$ cat src/rtl/cs_wait_pkg.sv
package cs_wait_pkg;

    localparam int WS_W   = 3;
    localparam int SIZE_W = 3;

    localparam logic [WS_W-1:0] WS_EXT_CODE = '1;

    // longest internal cycle: top code doubled, extra clock, flash lead
    localparam int MAX_CLKS = 2 * ((1 << WS_W) - 2) + 2;
    localparam int CNT_W    = $clog2(MAX_CLKS + 1);

    typedef logic [CNT_W-1:0] cnt_t;

    typedef struct packed {
        logic              ro;
        logic [5:0]        rsvd;
        logic              flash;
        logic              wide;
        logic [WS_W-1:0]   ws;
        logic [SIZE_W-1:0] size;
        logic              en;
    } cfg_t;

    localparam logic [15:0] CFG_RESET = 16'h00B0;
    localparam logic [15:0] CFG_WMASK = 16'h81FF;

    typedef enum logic [1:0] {
        ST_IDLE,
        ST_ACTIVE,
        ST_ERR,
        ST_DONE
    } cyc_state_e;

    function automatic cnt_t wait_clocks(logic [WS_W-1:0] code, logic extra);
        return cnt_t'({code, 1'b0}) + cnt_t'(extra);
    endfunction

endpackage

$ cat src/rtl/cs_cfg_store.sv
module cs_cfg_store
    import cs_wait_pkg::*;
(
    input  logic        clk,
    input  logic        rst,
    input  logic        we,
    input  logic [15:0] wdata,
    output logic [15:0] cfg_q
);

    always_ff @(posedge clk) begin
        if (rst) begin
            cfg_q <= CFG_RESET;
        end else if (we) begin
            cfg_q <= wdata & CFG_WMASK;
        end
    end

endmodule

$ cat src/rtl/cs_region_match.sv
module cs_region_match #(
    parameter int SPAN_W = 7,
    parameter int SIZE_W = 3
) (
    input  logic [SPAN_W-1:0] addr_hi,
    input  logic [SPAN_W-1:0] base_hi,
    input  logic [SIZE_W-1:0] size,
    output logic              hit
);

    logic [SPAN_W-1:0] diff;

    // bit j takes part in the compare only above the region span
    for (genvar j = 0; j < SPAN_W; j++) begin : g_bit
        logic care;
        assign care    = (32'(j) >= 32'(size));
        assign diff[j] = care & (addr_hi[j] ^ base_hi[j]);
    end

    assign hit = ~|diff;

endmodule

$ cat src/rtl/cs_cycle_seq.sv
module cs_cycle_seq
    import cs_wait_pkg::*;
(
    input  logic            clk,
    input  logic            rst,
    input  logic            en,
    input  logic            ro,
    input  logic            flash,
    input  logic [WS_W-1:0] ws,
    input  logic            hit,
    input  logic            bus_as,
    input  logic            bus_write,
    input  logic [1:0]      bus_be,
    input  logic            err_en,
    input  logic            ws_extra,
    input  logic            ext_ack,
    output logic            cs_n,
    output logic            uwe_n,
    output logic            lwe_n,
    output logic            ack,
    output logic            bus_err
);

    cyc_state_e state;
    cnt_t       cnt;

    logic start;
    logic deny;
    logic live;
    logic ext_mode;
    logic strobe_on;
    logic done;
    cnt_t lead;
    cnt_t target;

    assign start     = bus_as && en && hit;
    assign deny      = bus_write && ro && err_en;
    assign ext_mode  = (ws == WS_EXT_CODE);
    assign lead      = cnt_t'(flash && bus_write);
    assign target    = wait_clocks(ws, ws_extra) + lead;
    assign strobe_on = (cnt >= lead);
    assign done      = ext_mode ? (ext_ack && strobe_on) : (cnt == target);
    assign live      = (state == ST_ACTIVE) && bus_as;

    assign ack     = live && done;
    assign cs_n    = !live;
    assign uwe_n   = !(live && bus_write && strobe_on && bus_be[1]);
    assign lwe_n   = !(live && bus_write && strobe_on && bus_be[0]);
    assign bus_err = (state == ST_ERR);

    always_ff @(posedge clk) begin
        if (rst) begin
            state <= ST_IDLE;
            cnt   <= '0;
        end else begin
            case (state)
                ST_IDLE: begin
                    cnt <= '0;
                    if (start) begin
                        state <= deny ? ST_ERR : ST_ACTIVE;
                    end
                end
                ST_ACTIVE: begin
                    if (!bus_as) begin
                        state <= ST_IDLE;
                        cnt   <= '0;
                    end else if (done) begin
                        state <= ST_DONE;
                    end else if (cnt != '1) begin
                        cnt <= cnt + 1'b1;
                    end
                end
                ST_ERR: begin
                    state <= ST_DONE;
                end
                default: begin
                    if (!bus_as) begin
                        state <= ST_IDLE;
                    end
                end
            endcase
        end
    end

endmodule

$ cat src/rtl/cs_wait_ctrl.sv
module cs_wait_ctrl
    import cs_wait_pkg::*;
#(
    parameter int ADDR_W  = 24,
    parameter int RGN_LSB = 17
) (
    input  logic                      clk,
    input  logic                      rst,
    input  logic                      reg_we,
    input  logic [15:0]               reg_wdata,
    output logic [15:0]               reg_rdata,
    input  logic [ADDR_W-RGN_LSB-1:0] base_hi,
    input  logic                      bus_as,
    input  logic                      bus_write,
    input  logic [1:0]                bus_be,
    input  logic [ADDR_W-RGN_LSB-1:0] bus_addr_hi,
    input  logic                      err_en,
    input  logic                      ws_extra,
    input  logic                      ext_ack,
    output logic                      cs_n,
    output logic                      uwe_n,
    output logic                      lwe_n,
    output logic                      ack,
    output logic                      bus_err,
    output logic                      bus_wide
);

    localparam int SPAN_W = ADDR_W - RGN_LSB;

    logic [15:0] cfg_bits;
    cfg_t        cfg;
    logic        hit;

    cs_cfg_store u_cfg (
        .clk   (clk),
        .rst   (rst),
        .we    (reg_we),
        .wdata (reg_wdata),
        .cfg_q (cfg_bits)
    );

    assign cfg       = cfg_t'(cfg_bits);
    assign reg_rdata = cfg_bits;
    assign bus_wide  = cfg.wide;

    cs_region_match #(
        .SPAN_W (SPAN_W),
        .SIZE_W (SIZE_W)
    ) u_match (
        .addr_hi (bus_addr_hi),
        .base_hi (base_hi),
        .size    (cfg.size),
        .hit     (hit)
    );

    cs_cycle_seq u_seq (
        .clk       (clk),
        .rst       (rst),
        .en        (cfg.en),
        .ro        (cfg.ro),
        .flash     (cfg.flash),
        .ws        (cfg.ws),
        .hit       (hit),
        .bus_as    (bus_as),
        .bus_write (bus_write),
        .bus_be    (bus_be),
        .err_en    (err_en),
        .ws_extra  (ws_extra),
        .ext_ack   (ext_ack),
        .cs_n      (cs_n),
        .uwe_n     (uwe_n),
        .lwe_n     (lwe_n),
        .ack       (ack),
        .bus_err   (bus_err)
    );

endmodule

$ cat config.mk
export PLATFORM = sky130hd
export DESIGN_NAME = cs_wait_ctrl
export DESIGN_NICKNAME = d
export VERILOG_FILES = /design/src/rtl/cs_wait_pkg.sv /design/src/rtl/cs_cfg_store.sv /design/src/rtl/cs_region_match.sv /design/src/rtl/cs_cycle_seq.sv /design/src/rtl/cs_wait_ctrl.sv
export SDC_FILE = /design/constraint.sdc
export NUM_CORES = 1
export LEC_CHECK = 0
export BUFFER_PORTS_ARGS = -buffer_cell sky130_fd_sc_hd__buf_4
export CORE_MARGIN = 2
export CORE_UTILIZATION = 45
export CTS_BUF_LIST = sky130_fd_sc_hd__clkbuf_8
export DETAILED_ROUTE_END_ITERATION = 6
export PLACE_DENSITY = 0.82
export SLEW_MARGIN = 20
export SYNTH_ARGS = -nofsm -noshare
export SYNTH_HDL_FRONTEND = slang
export SYNTH_HIERARCHICAL = 1
export SYNTH_SLANG_ARGS = --single-unit
$ cat constraint.sdc
create_clock -name clk -period 2.8 [get_ports clk]
set_input_delay 0.42 -clock clk [delete_from_list [all_inputs] [get_ports clk]]
set_output_delay 0.42 -clock clk [all_outputs]
set_load 0.05 [all_outputs]
=== Word level (Yosys, flattened, before mapping) ===
Cells that the tools add are included.

* Logic and storage cells: 70
* Bits in latches: 0
* Register bits after elaboration: 16
* Memory bits (read-only): 0
* Input bits: 40
* Memories kept: 0
* Output and inout bits: 22
* RAM bits: 0

* Bitwise gates (word level): 14
* Add/subtract/negate cells: 3
* Multiply operators: 0
* Div/mod/pow operators: 0
* Shift operators: 0
* Reductions and logical operators: 21
* Equal/unequal tests: 10
* $lt $le $gt $ge: 8
* Mux-type cells: 11

{| class="wikitable"
|+ Operators by type and width
! operator !! number
|-
| logical AND 1 bit || 12
|-
| 2-to-1 mux 4 bit || 3
|-
| 2-to-1 mux 2 bit || 5
|-
| greater-or-equal comparator 3 bit, first input constant || 3
|-
| adder 4 x 1 -> 4 bit || 2
|-
| one-hot mux 4 bit (2 select lines) || 1
|-
| AND 1 bit || 7
|-
| OR reduction 7 bit || 1
|-
| bitwise XOR 1 bit || 7
|-
| greater-or-equal comparator 1 x 3 -> 1 bit, first input constant || 2
|-
| greater-or-equal comparator 2 x 3 -> 1 bit, first input constant || 2
|-
| != test 3 bit, second input constant || 2
|-
| one-hot mux 2 bit (3 select lines) || 1
|-
| AND reduction 3 bit || 2
|-
| adder 4 x 1 -> 4 bit, second input constant || 1
|-
| == test 4 bit || 1
|-
| greater-or-equal comparator 4 x 1 -> 1 bit || 1
|-
| logical NOT 1 bit || 4
|-
| != test 4 x 1 -> 1 bit, second input constant || 1
|-
| != test 4 bit, second input constant || 1
|-
| == test 3 bit, second input constant || 1
|-
| != test 3 x 2 -> 1 bit, second input constant || 1
|-
| == test 2 x 1 -> 1 bit, second input constant || 1
|-
| == test 2 bit, second input constant || 1
|-
| 4 further kinds || 4
|}

=== Logic depth before layout (Yosys ltp) ===
* Depth in word-level cells: 7
* Mapped depth: 8
* Depth with buffers taken out: 8

=== Hierarchy ===
The synthesis kept the hierarchy.

{| class="wikitable"
|+ Modules (own cells, without submodules)
! module !! seq. area each (µm²) !! times used !! area an instance (µm²) !! cells each
|-
| cs_cycle_seq || 120.1 || 1 || 518.0 || 56
|-
| cs_cfg_store || 200.2 || 1 || 409.1 || 39
|-
| cs_region_match || 0.0 || 1 || 120.1 || 17
|-
| cs_wait_ctrl || 0.0 || 1 || 7.5 || 1
|}

=== Least setup slack after synthesis ===
OpenSTA, ideal clock, no wires.

* Kind: reg-to-output
* Start: register u_cfg.cfg_q[8]
* End: output ack
* Path slack: -100 ps
* Data required time: 2,380 ps
* Path buffers: 0
* Data arrival time: 2,480 ps
* Cell stages (with the launch flop): 8
* Cell sequence: dfxtp_1 > and2_1 > ha_1 > ha_1 > xor2_1 > nor4_2 > a32oi_4 > nor2_1

* Longest elaborated chain between the ends: 5
* Elaborated cells between the ends (all ways): 7
* Those cells by class: add/sub (1); order compare (1); eq/ne (1); mux (1); reduce/logical (3)

{| class="wikitable"
|+ Ends and longest elaborated chain
! item !! RTL line !! source
|-
| start, declared || cs_cfg_store.sv:8 || <nowiki>output logic [15:0] cfg_q</nowiki>
|-
| start signal, assigned || cs_cfg_store.sv:15 || <nowiki>cfg_q <= wdata & CFG_WMASK;</nowiki>
|-
| logical AND 1 bit * || cs_cycle_seq.sv:39 || <nowiki>assign lead = cnt_t'(flash && bus_write);</nowiki>
|-
| adder 4 x 1 -> 4 bit or greater-or-equal comparator 4 x 1 -> 1 bit (tied branches) || cs_cycle_seq.sv:40, cs_cycle_seq.sv:41 ||
|-
| == test 4 bit or logical AND 1 bit (tied branches) || cs_cycle_seq.sv:42 || <nowiki>assign done = ext_mode ? (ext_ack && strobe_on) : (cnt == target);</nowiki>
|-
| 2-to-1 mux 1 bit * || cs_cycle_seq.sv:42 ||
|-
| logical AND 1 bit * || cs_cycle_seq.sv:45 || <nowiki>assign ack = live && done;</nowiki>
|-
| end, declared || cs_wait_ctrl.sv:23 || <nowiki>output logic ack,</nowiki>
|}

Every way passes the cells marked *; elsewhere a longest branch is shown, timed or not.

=== Worst setup path in the final report ===
Ends and elaborated chain as after synthesis.

==> impl_results.html <==
<table>
<tr><th>Metric</th><th>Value</th></tr>
<tr><th colspan="2">Yosys</th></tr>
<tr><td>Summed instance area of the synthesized netlist</td><td>1050 um2</td></tr>
<tr><td>Number of enable-type register cells in the synthesized netlist</td><td>0</td></tr>
<tr><td>Primary flip-flop cell chosen by synthesis mapping</td><td>dfxtp_1</td></tr>
<tr><td>Leading cell types by total area after synthesis</td><td>dfxtp_1 (30%), mux2i_1 (7.6%), xnor2_1 (6.6%)</td></tr>
<tr><td>Cells after synthesis</td><td>113</td></tr>
<tr><td>Total of warnings raised by yosys</td><td>6</td></tr>
<tr><td>Sequential-to-total area share from yosys stat</td><td>30.4%</td></tr>
<tr><td>Cell variety after synth</td><td>38</td></tr>
<tr><td>Register bit count reported by yosys</td><td>16</td></tr>
<tr><td>Fraction of registers with async set/reset</td><td>0%</td></tr>
<tr><td>Mean Syn Cell Area</td><td>9.33 um2</td></tr>
<tr><td>Area share of the leading cell type in the synthesized netlist</td><td>30.4%</td></tr>
<tr><td>Cell type contributing the most total cell area after synthesis</td><td>dfxtp_1</td></tr>
<tr><th colspan="2">Clock network</th></tr>
<tr><td>Number of buffers on the longest clock path</td><td>2</td></tr>
<tr><td>CTS resizes</td><td>0</td></tr>
<tr><td>TritonCTS clock tree</td><td>yes</td></tr>
<tr><td>Number of buffers created by CTS</td><td>3</td></tr>
<tr><td># hold bufs at CTS</td><td>0</td></tr>
<tr><td>Post-CTS clock slew at the launch and capture registers of the worst setup and hold paths</td><td>0.06 ns</td></tr>
<tr><td>Number of setup buffers added after CTS</td><td>0</td></tr>
<tr><td>Latest clock arrival within the worst-skew pair</td><td>0.24 ns</td></tr>
<tr><td>Root Driver</td><td>clkbuf_8</td></tr>
<tr><td>Sinks on the clock net</td><td>16</td></tr>
<tr><td>Number of H-tree branching levels</td><td>1</td></tr>
<tr><th colspan="2">STA</th></tr>
<tr><td>Worst clock skew</td><td>0.00426 ns</td></tr>
<tr><td>Final clock period utilization by the worst path</td><td>94.7%</td></tr>
<tr><td>Final hold slack</td><td>0.381 ns</td></tr>
<tr><td>Count of endpoints failing setup in the final report</td><td>0</td></tr>
<tr><td>Number of hold-slack violations in the final timing report</td><td>0</td></tr>
<tr><td>TNS Setup</td><td>0 ns</td></tr>
<tr><td>Slack of the critical path</td><td>0.149 ns</td></tr>
<tr><td>Final worst path period need</td><td>2.65 ns</td></tr>
<tr><td>Maximum clock frequency</td><td>377 MHz</td></tr>
<tr><td>Final count of pins violating max slew</td><td>0</td></tr>
<tr><td>Setup repair after global routing missed its margin</td><td>false</td></tr>
<tr><th colspan="2">Global route</th></tr>
<tr><td>Via count of the first global-routing pass</td><td>904</td></tr>
<tr><td>Grt ovf</td><td>0</td></tr>
<tr><td>Largest net degree at the start of global routing</td><td>16</td></tr>
<tr><td>GRT Total Usage</td><td>19.5%</td></tr>
<tr><td>Wire length of the first global-routing pass</td><td>3950 um</td></tr>
<tr><td>Antenna violations before repair</td><td>0</td></tr>
<tr><th colspan="2">Finish</th></tr>
<tr><td>N_diodes</td><td>0</td></tr>
<tr><td>Number of standard cells in the layout, taps in and fillers out</td><td>190</td></tr>
<tr><td>Share of post-route cells with drive strength above 1</td><td>39.5%</td></tr>
<tr><td>Signed area change from the synthesized netlist to the final layout</td><td>38.9%</td></tr>
<tr><td>Final instance area</td><td>1470 um2</td></tr>
<tr><td>Filler Cell Count</td><td>195</td></tr>
<tr><td>Utilization of the core after routing</td><td>66.2%</td></tr>
<tr><td>Total number of nets in the final design</td><td>207</td></tr>
<tr><th colspan="2">Drt</th></tr>
<tr><td>Vias/cell</td><td>4.96</td></tr>
<tr><td>Routed len/inst</td><td>12.7 um</td></tr>
<tr><td>Routed WL</td><td>2410 um</td></tr>
<tr><td>Detailed router's first-iteration violation count</td><td>14</td></tr>
<tr><td>Count of TritonRoute iterations in the first routing pass</td><td>4</td></tr>
<tr><td>Antenna Violating Nets Remaining</td><td>0</td></tr>
<tr><td>Via Count</td><td>943</td></tr>
<tr><td>DRC Markers</td><td>0</td></tr>
<tr><th colspan="2">Critical path</th></tr>
<tr><td>Peak fanout along the critical path</td><td>6</td></tr>
<tr><td>Start point of the critical path</td><td>u_cfg/cfg_q[8]$_SDFFE_PP0P_</td></tr>
<tr><td>Flop2flop setup slack</td><td>0.58 ns</td></tr>
<tr><td>Worst path arrival time</td><td>2.23 ns</td></tr>
<tr><td>Data required, critical path</td><td>2.38 ns</td></tr>
<tr><td>Slowest Stage Delay on Critical Path</td><td>0.36 ns</td></tr>
<tr><td>Critical Path Start Type</td><td>flop</td></tr>
<tr><td>Cells along the critical path</td><td>and2_1 -&gt; ha_1 -&gt; ha_1 -&gt; xor3_1 -&gt; nor4_2 -&gt; a32oi_4 -&gt; nor2_2 -&gt; buf_4</td></tr>
<tr><td>Endpoint class of the critical path</td><td>output pin</td></tr>
<tr><td>Critical register-to-register path startpoint</td><td>u_seq/cnt[0]$_SDFFE_PP0P_</td></tr>
<tr><td>Cells on worst reg2reg path</td><td>7</td></tr>
<tr><td>Worst flop-to-flop path endpoint</td><td>u_seq/cnt[0]$_SDFFE_PP0P_</td></tr>
<tr><td>Crit path buf inv count</td><td>1</td></tr>
<tr><td>Dominant delay contributor by cell family on the critical path</td><td>simple AND/OR/NAND/NOR gates</td></tr>
<tr><td>Crit Path Category</td><td>flop to output pin</td></tr>
<tr><td>Slowest library cell on the worst path</td><td>xor3_1</td></tr>
<tr><td>Most common cell type on the critical path</td><td>ha_1</td></tr>
<tr><th colspan="2">Placement</th></tr>
<tr><td>Number of instances in the placed design</td><td>186</td></tr>
<tr><td>Hpwl dp</td><td>2040 um</td></tr>
<tr><td>Total cell area at the placement stage</td><td>1410 um2</td></tr>
<tr><td>Final weighted congestion of routability-driven global placement</td><td>0.887</td></tr>
<tr><td>Worst-case setup slack after placement</td><td>0.189 ns</td></tr>
<tr><td>Number of I/O port buffers</td><td>49</td></tr>
<tr><th colspan="2">Die</th></tr>
<tr><td>Vert. Die Dim</td><td>52.4 um</td></tr>
<tr><td>Die area</td><td>2750 um2</td></tr>
<tr><td>Initial core utilization</td><td>47.7%</td></tr>
<tr><td>Top-level I/O count</td><td>62</td></tr>
<tr><td>Die boundary width</td><td>52.4 um</td></tr>
<tr><td>Floorplan core area</td><td>2210 um2</td></tr>
<tr><td>Cell Rows</td><td>17</td></tr>
<tr><th colspan="2">Run status</th></tr>
<tr><td>Outcome</td><td>finished, final reports clean</td></tr>
<tr><th colspan="2">Hold path</th></tr>
<tr><td>Worst hold path type</td><td>input port to flop</td></tr>
<tr><td>Endpoint of the worst hold path</td><td>u_cfg/cfg_q[7]$_SDFFE_PP1P_</td></tr>
<tr><td>Worst hold path startpoint</td><td>reg_wdata[7]</td></tr>
<tr><td>Hold Path Depth</td><td>2</td></tr>
<tr><th colspan="2">Power</th></tr>
<tr><td>Maximum ir drop on the vdd rail</td><td>0.326 mV</td></tr>
<tr><td>Total power</td><td>0.609 mW</td></tr>
<tr><td>Power per cell area</td><td>415 nW/um2</td></tr>
<tr><td>Cell leakage power</td><td>0.670 nW</td></tr>
<tr><th colspan="2">Flow run</th></tr>
<tr><td>Count of maximum capacitance violations</td><td>0</td></tr>
</table>
-- metal layers --
layer,up-vias,track usage [%],share of wire (%)
met5,-,0,0
met4,0,7.69,0.95
met3,2,3.43,6.6
met2,37,33.5,51
met1,417,23.9,41
li1,487,-,-
-- where the power goes --
part           switching [mW]  internal (mW)
Sequential            0.00958          0.237
Combinational          0.0939         0.0706
Clock                  0.0731          0.124
Total                   0.177          0.432
-- worst max-delay path by stage --
stage,end,depth (start not counted)
after floorplan,ack,7
after global placement,ack,9
after detailed placement,ack,9
after CTS,ack,8
after global routing,ack,8
final,ack,8
-- cells in the mapped netlist (3+ instances only) --
library cell and n:
dfxtp_1 16, nor2_1 12, mux2i_1 8, xnor2_1 8, buf_4 7, nand2_1 6
inv_1 5, ha_1 4, nand3_1 4, a21oi_1 3, and3_2 3, nor2b_1 3
-- flip-flops by register name, indices dropped and copies added (netlist names) --
signal and cells:
u_seq/state 2, u_cfg/cfg_q 10, u_seq/cnt 4
-- area by class of cell --
cell class	count	area [um2]	share of cell area, %
multi-input combinational	88	668	45.6
sequential	16	320	21.9
tap	28	35.0	2.39
timing repair buffer	49	368	25.1
clock buffer	4	55.1	3.76
inverter	5	18.8	1.28
-- placed cells by master (no fill, tap or decap), types with 2 or more instances in the layout --
cell,n
mux2i_1,8
nand3_1,4
ha_1,4
a31oi_1,2
xor2_1,2
xnor2_1,8
nor3_1,2
o21ai_0,2
a32o_1,2
buf_4,49
a21oi_1,3
nor2_1,11
clkbuf_8,4
and3_2,3
nand2b_1,2
inv_1,5
conb_1,6
nand2_1,6
nand4_1,2
nor2b_1,3
dfxtp_1,16
a211o_2,2
-- logic make-up (layout without fill, tap and decap cells) --
family / Yosys count / count (layout) / share of synthesized area [%]
compound gates: 18 / 18 / 14.7
xor+xnor: 12 / 12 / 12.1
fa+ha+maj: 4 / 4 / 4.75
buf+inv: 14 / 58 / 8.30
flops: 16 / 16 / 30.4
mux: 8 / 8 / 7.59
other cells: 1 / 6 / 0.356
simple gates: 40 / 40 / 21.8
Power figures use the tool's default switching activity.
